### src/rtl/wdog_pkg.sv
// Shared constants for the windowed watchdog.
// Assumes: the slow clock arrives as an enable strobe in the system clock domain.
package wdog_pkg;
    localparam int BASE_EXP_D = 10;   // exponent of the shortest period
    localparam int SEL_W_D    = 3;    // period select width
    localparam int WIN_W_D    = 2;    // window select width
    localparam int DATA_W_D   = 8;    // restart register width
    localparam logic [7:0] KEY_D = 8'hAC;

    // Counter width that holds the longest period minus one.
    function automatic int cnt_width(input int base_exp, input int sel_w);
        return base_exp + (2 ** sel_w) - 1;
    endfunction
endpackage

### src/rtl/wdog_limits.sv
// Decodes the captured period and window selects into the terminal count
// and the first count of the open window. It also flags the prohibited
// all-zero combination.
// Assumes: the window fraction is (W+1)/2^WIN_W of the period, counted back from the end.
module wdog_limits #(
    parameter int BASE_EXP = wdog_pkg::BASE_EXP_D,
    parameter int SEL_W    = wdog_pkg::SEL_W_D,
    parameter int WIN_W    = wdog_pkg::WIN_W_D,
    parameter int CNT_W    = wdog_pkg::cnt_width(BASE_EXP, SEL_W)
) (
    input  logic [SEL_W-1:0] sel_i,
    input  logic [WIN_W-1:0] win_i,
    output logic [CNT_W-1:0] last_o,
    output logic [CNT_W-1:0] open_from_o,
    output logic             bad_o
);
    localparam int NSEL = 2 ** SEL_W;
    localparam int PW   = CNT_W + 1;

    logic [PW-1:0] span [NSEL];
    logic [PW-1:0] period;
    logic [PW-1:0] slice;
    logic [PW-1:0] shut;

    // One period constant per select value.
    for (genvar g = 0; g < NSEL; g++) begin : g_span
        assign span[g] = PW'(1) << (BASE_EXP + g);
    end

    // Derive the terminal count and the window threshold from the selected period.
    always_comb begin
        period      = span[sel_i];
        slice       = period >> WIN_W;
        shut        = slice * PW'(win_i) + slice;
        last_o      = CNT_W'(period - PW'(1));
        open_from_o = CNT_W'(period - shut);
    end

    // Flag the prohibited combination.
    assign bad_o = (sel_i == '0) && (win_i == '0);
endmodule

### src/rtl/wdog_gate.sv
// Decides whether the counter may advance in this cycle. The low-power
// inputs only take effect while the oscillator is not locked.
// Assumes: the inputs are synchronous to clk_i.
module wdog_gate (
    input  logic tick_i,
    input  logic hold_i,
    input  logic lock_i,
    input  logic halt_i,
    input  logic stop_i,
    input  logic osc_off_i,
    output logic advance_o
);
    logic freeze;

    // A freeze applies only while the oscillator may be stopped.
    always_comb begin
        freeze    = !lock_i && (halt_i || stop_i || osc_off_i);
        advance_o = tick_i && !hold_i && !freeze;
    end
endmodule

### src/rtl/wdog_counter.sv
// Up-counter with a synchronous clear. It reports when an advance would
// step past the terminal count.
// Assumes: the clear takes priority over an advance.
module wdog_counter #(
    parameter int CNT_W = wdog_pkg::cnt_width(wdog_pkg::BASE_EXP_D, wdog_pkg::SEL_W_D)
) (
    input  logic             clk_i,
    input  logic             rst_ni,
    input  logic             advance_i,
    input  logic             clear_i,
    input  logic [CNT_W-1:0] last_i,
    output logic [CNT_W-1:0] count_o,
    output logic             wrap_o
);
    logic [CNT_W-1:0] cnt_q;

    // Count register: reset, clear, then advance.
    always_ff @(posedge clk_i) begin
        if (!rst_ni) begin
            cnt_q <= '0;
        end else if (clear_i) begin
            cnt_q <= '0;
        end else if (advance_i) begin
            cnt_q <= cnt_q + CNT_W'(1);
        end
    end

    // Overflow happens when the terminal count is advanced.
    assign wrap_o  = advance_i && (cnt_q == last_i);
    assign count_o = cnt_q;
endmodule

### src/rtl/win_watchdog.sv
// Top of the windowed watchdog. It captures the configuration, checks
// restart writes against the key and the window, and raises a one-cycle
// reset request on a fault or an overflow.
// Assumes: the external reset generator acts on rst_req_o. The configuration
// inputs are only captured during reset and at each reset request.
module win_watchdog #(
    parameter int         BASE_EXP = wdog_pkg::BASE_EXP_D,
    parameter int         SEL_W    = wdog_pkg::SEL_W_D,
    parameter int         WIN_W    = wdog_pkg::WIN_W_D,
    parameter int         DATA_W   = wdog_pkg::DATA_W_D,
    parameter logic [7:0] KEY      = wdog_pkg::KEY_D,
    parameter int         CNT_W    = wdog_pkg::cnt_width(BASE_EXP, SEL_W)
) (
    input  logic              clk_i,
    input  logic              rst_ni,
    input  logic              tick_i,
    input  logic [SEL_W-1:0]  period_sel_i,
    input  logic [WIN_W-1:0]  window_sel_i,
    input  logic              osc_lock_i,
    input  logic              halt_i,
    input  logic              stop_i,
    input  logic              osc_off_i,
    input  logic              kick_valid_i,
    input  logic [DATA_W-1:0] kick_data_i,
    output logic              rst_req_o,
    output logic              cfg_bad_o,
    output logic              win_open_o,
    output logic [CNT_W-1:0]  count_o
);
    logic [SEL_W-1:0] sel_q;
    logic [WIN_W-1:0] win_q;
    logic [CNT_W-1:0] last_val;
    logic [CNT_W-1:0] open_from;
    logic             bad;
    logic             advance;
    logic             wrap;
    logic             key_ok;
    logic             good_kick;
    logic             bad_kick;
    logic             fire;
    logic             clear;
    logic             req_q;

    wdog_limits #(
        .BASE_EXP (BASE_EXP),
        .SEL_W    (SEL_W),
        .WIN_W    (WIN_W),
        .CNT_W    (CNT_W)
    ) u_limits (
        .sel_i       (sel_q),
        .win_i       (win_q),
        .last_o      (last_val),
        .open_from_o (open_from),
        .bad_o       (bad)
    );

    wdog_gate u_gate (
        .tick_i    (tick_i),
        .hold_i    (bad),
        .lock_i    (osc_lock_i),
        .halt_i    (halt_i),
        .stop_i    (stop_i),
        .osc_off_i (osc_off_i),
        .advance_o (advance)
    );

    wdog_counter #(
        .CNT_W (CNT_W)
    ) u_counter (
        .clk_i     (clk_i),
        .rst_ni    (rst_ni),
        .advance_i (advance),
        .clear_i   (clear),
        .last_i    (last_val),
        .count_o   (count_o),
        .wrap_o    (wrap)
    );

    // Classify a restart write. An overflow loses to a valid write in the same cycle.
    always_comb begin
        win_open_o = !bad && (count_o >= open_from);
        key_ok     = (kick_data_i == DATA_W'(KEY));
        good_kick  = kick_valid_i && !bad && key_ok && win_open_o;
        bad_kick   = kick_valid_i && !bad && !(key_ok && win_open_o);
        fire       = bad_kick || (wrap && !good_kick);
        clear      = fire || good_kick;
    end

    // Capture the configuration during reset and at every reset request.
    always_ff @(posedge clk_i) begin
        if (!rst_ni || fire) begin
            sel_q <= period_sel_i;
            win_q <= window_sel_i;
        end
    end

    // Register the reset request as a single-cycle pulse.
    always_ff @(posedge clk_i) begin
        if (!rst_ni) begin
            req_q <= 1'b0;
        end else begin
            req_q <= fire;
        end
    end

    assign rst_req_o = req_q;
    assign cfg_bad_o = bad;
endmodule

### config.mk
export PLATFORM = sky130hd
export DESIGN_NAME = win_watchdog
export DESIGN_NICKNAME = d
export VERILOG_FILES = /design/src/rtl/wdog_pkg.sv /design/src/rtl/wdog_limits.sv /design/src/rtl/wdog_gate.sv /design/src/rtl/wdog_counter.sv /design/src/rtl/win_watchdog.sv
export SDC_FILE = /design/constraint.sdc
export NUM_CORES = 1
export LEC_CHECK = 0
export BUFFER_PORTS_ARGS = -buffer_cell sky130_fd_sc_hd__buf_2
export CAP_MARGIN = 10
export CORE_ASPECT_RATIO = 1.1
export CORE_MARGIN = 2
export CORE_UTILIZATION = 40
export CTS_CLUSTER_DIAMETER = 40
export DETAILED_ROUTE_END_ITERATION = 16
export GPL_TIMING_DRIVEN = 0
export PLACE_DENSITY_LB_ADDON = 0.12
export RECOVER_POWER = 100
export SYNTH_ARGS = -nofsm -noshare
export SYNTH_HDL_FRONTEND = slang
export SYNTH_SLANG_ARGS = --single-unit
### constraint.sdc
create_clock -name clk_i -period 11.04 [get_ports clk_i]
set_input_delay 2.208 -clock clk_i [delete_from_list [all_inputs] [get_ports clk_i]]
set_output_delay 2.208 -clock clk_i [all_outputs]
set_load 0.005 [all_outputs]
==> flow_summary.toml <==
[outcome]
outcome = "finished with violations"
violations = "capacitance limit, slew limit"

[sta]
rsz0062_at_grt = "false"
worstMarginPinSlew_ns = 2.64
clock_skew_ns = 0.00584
timing.fmax_mhz = 134
tns_ns = 0
slew_headroom_pct = -80.7
finalCritPeriodShare_pct = 67.8
hold_violations = 0
finalSetupViolations = 0
finalMaxSlewViolations = 11
min_period_ns = 7.49

[detailed_routing]
vias = 1959
drtAntennaViolNets = 0
met1Wirelength_um = 2400
wire_per_inst_um = 12.3
drt-vias-per-instance = 5.05
finalWirelength_um = 4790
firstDrtPassIters = 4
drc = 0
drt_iter0_drc = 32
wl_met2_um = 2110
maxUsedRoutingLayer = "met4"
wl_met3_um = 229

[grt]
grt_use_total_pct = 15.0
grt_remaining_overflow = 0
grt_max_degree = 15
grt_pass1_wl_um = 7930
grt_pass1_vias = 1737
antenna_found_initial = 0

[critical_path]
path_class = "reg -> out"
cp.required_ns = 8.83
cp_slowest_cell = "fa_1"
crit_arrival_ns = 5.28
critPathTopFamily = "adder cells"
critPathMostFrequentCell = "a21oi_1"
max_stage_delay_ns = 0.55
crit_path_end_kind = "primary output"
cp_max_fo = 10
path_cells = "clkbuf_1 > nor3b_1 > and2_0 > fa_1 > fa_1 > inv_1 > ha_1 > a21oi_1 > a21boi_0 > o31ai_1 > mux2i_1 > nor4bb_1 > ha_1 > a21oi_1 > o21ai_0 > a21oi_1 > nor2_1 > buf_2"
crit_buf_inv = 3
startpoint_type = "register"

[synthesis]
seq_area_frac_synth_pct = 22.2
synth.avg_cell_area_um2 = 8.54
synth_edf_count = 5
netlist_area_um2 = 2300
synth_warnings = 0
syn_nets = 324
synth_seq_cells = 23
netlist_instances = 269
synth_top_flop_cell = "dfxtp_1"
ys_types = 50
async_flop_share_pct = 0

[cells_and_area]
stdcell_area_um2 = 2590
drive_gt1_share_pct = 15.3
nNetsFinal = 369
n_fill_cell = 572
area_delta_synth_final_pct = 12.8
n_antenna_cell = 0
fin_util_pct = 47.4
multi_input_area_um2 = 1580
seq_area_um2 = 510

[clock_tree]
cts-resized-gates = 0
cts_htree_levels = 1
cts_buffers = 3
clk_latency_ns = 0.26
cts-root-buf = "clkbuf_8"
holdBufCountCts = 0
max-clock-path-buffers = 2
cts_tree = "built"
path_clk_slew_ns = 0.09
post_cts_buffers = 0
cts.sinks = 23

[power]
finalPower_w = 0.000251
p_per_area_nw_per_um2 = 96.7
power.leakage_nw = 1.13
irDropWorstVdd_mv = 0.0556

[floorplan]
rows = 28
core_um2 = 5470
dieWidth_um = 76.3
ios = 41
dieHeight_um = 83.5
initial_core_util_pct = 42.1
dieArea_um2 = 6370

[hold_path]
hold_class = "reg -> reg"

[placement]
port_buffers = 40
dp_hpwl_um = 3800
gp_congestion = 0.803
place_area_um2 = 2590

[run]
cap_violations = 1
## stage by stage
| stage | cells | hold WS [ns] | setup slack (ns) |
|---|---|---|---|
| after global routing | 388 | 0.615 | 3.01 |
| final | 388 | 0.583 | 3.55 |
| after detailed placement | 384 | 0.567 | 3.82 |
| after floorplan | 269 | 0.558 | 4.66 |
| after CTS | 388 | 0.582 | 3.50 |
| after global placement | 384 | 0.563 | 3.82 |
## placed cells by master (no fill, tap or decap), drive strengths merged, types with 2 or more instances in the layout
| cell | n |
|---|---|
| ha | 21 |
| o211ai | 2 |
| nor4b | 2 |
| fa | 13 |
| nor2b | 4 |
| a2111oi | 2 |
| clkbuf | 15 |
| nand4 | 2 |
| buf | 37 |
| a21oi | 6 |
| and3 | 2 |
| nand3 | 9 |
| nand2b | 5 |
| or4 | 2 |
| and3b | 2 |
| o21a | 3 |
| nor2 | 10 |
| nor4 | 6 |
| and2 | 4 |
| o21ai | 9 |
| nand2 | 25 |
| nor3b | 3 |
| xnor2 | 21 |
| xor2 | 3 |
| mux2i | 2 |
| edfxtp | 5 |
| nor3 | 30 |
| inv | 35 |
| dfxtp | 18 |
| and4 | 2 |
## kinds of logic after synthesis
| logic type | Yosys count | synth area share [%] |
|---|---|---|
| AO/OA/AOI/OAI | 31 | 10.5 |
| XOR/XNOR | 24 | 9.15 |
| adder cells (fa/ha/maj) | 34 | 22.8 |
| buffers and inverters | 43 | 7.57 |
| flip-flops | 23 | 22.2 |
| multiplexers | 2 | 0.871 |
| AND/OR/NAND/NOR | 112 | 27.0 |
## power breakdown
| group | switching [W] | internal (W) | leakage (nW) |
|---|---|---|---|
| sequential | 0.00000164 | 0.0000877 | 0.196 |
| clock | 0.0000279 | 0.0000257 | 0.0260 |
| combinational | 0.0000588 | 0.0000490 | 0.911 |
| total | 0.0000883 | 0.000162 | 1.13 |
## metal layers
layer  global-route usage (%)  vias to the layer above
li1                         -                     1016
met1                     21.6                      888
met2                     24.1                       51
met3                     1.30                        4
met4                     3.97                        0
met5                        0                        -
## final timing paths
path,startpoint,endpoint,slack [ns],depth (start not counted)
min reg2reg,u_counter.count_o[5],u_counter.count_o[5],0.58,2
min,u_counter.count_o[5],u_counter.count_o[5],0.58,2
max reg2reg,sel_q[1],win_q[1],5.65,17
max,sel_q[1],win_open_o,3.55,18
## registers in the layout, summed over array words and instances (netlist names)
register	count
win_q	2
rst_req_o	1
sel_q	3
u_counter.count_o	17
## worst min-delay path, cell delays in order (launching register included)
cell	delay [ns]
dfxtp_1	0.35
xnor2_1	0.16
nor3_1	0.04
## final cells by class
cell class                 instances  share of cell area (%)
inverter                          34                    4.92
clock inverter                     1                   0.241
buffer                             9                    1.50
sequential                        23                    19.7
tap                               75                    3.62
clock buffer                       3                    1.59
multi-input combinational        203                    60.9
timing repair buffer              40                    7.53
## synthesized netlist by cell type, drive strengths merged (2+ instances only)
library cell / count / share of area, %
dfxtp: 18 / 16
nor3: 30 / 6.8
clkbuf: 7 / 1.2
nand4: 2 / 1.2
nor3b: 3 / 0.98
xor2: 3 / 1.1
mux2i: 2 / 0.87
o21a: 3 / 0.98
nor2: 10 / 1.6
and3: 2 / 0.54
xnor2: 21 / 8.0
nand2b: 5 / 1.4
and2: 4 / 1.1
nor4b: 2 / 0.76
nand3: 9 / 2.0
nor2b: 4 / 1.1
edfxtp: 5 / 6.5
and3b: 2 / 0.76
a2111oi: 2 / 1.6
ha: 21 / 11
buf: 2 / 0.82
fa: 13 / 11
o211ai: 2 / 0.65
o21ai: 9 / 2.0
nor4: 6 / 1.6
and4: 2 / 0.87
a21oi: 6 / 1.3
inv: 34 / 5.6
or4: 2 / 0.65
nand2: 25 / 4.1
No activity file was read; power rests on OpenSTA's default activity.
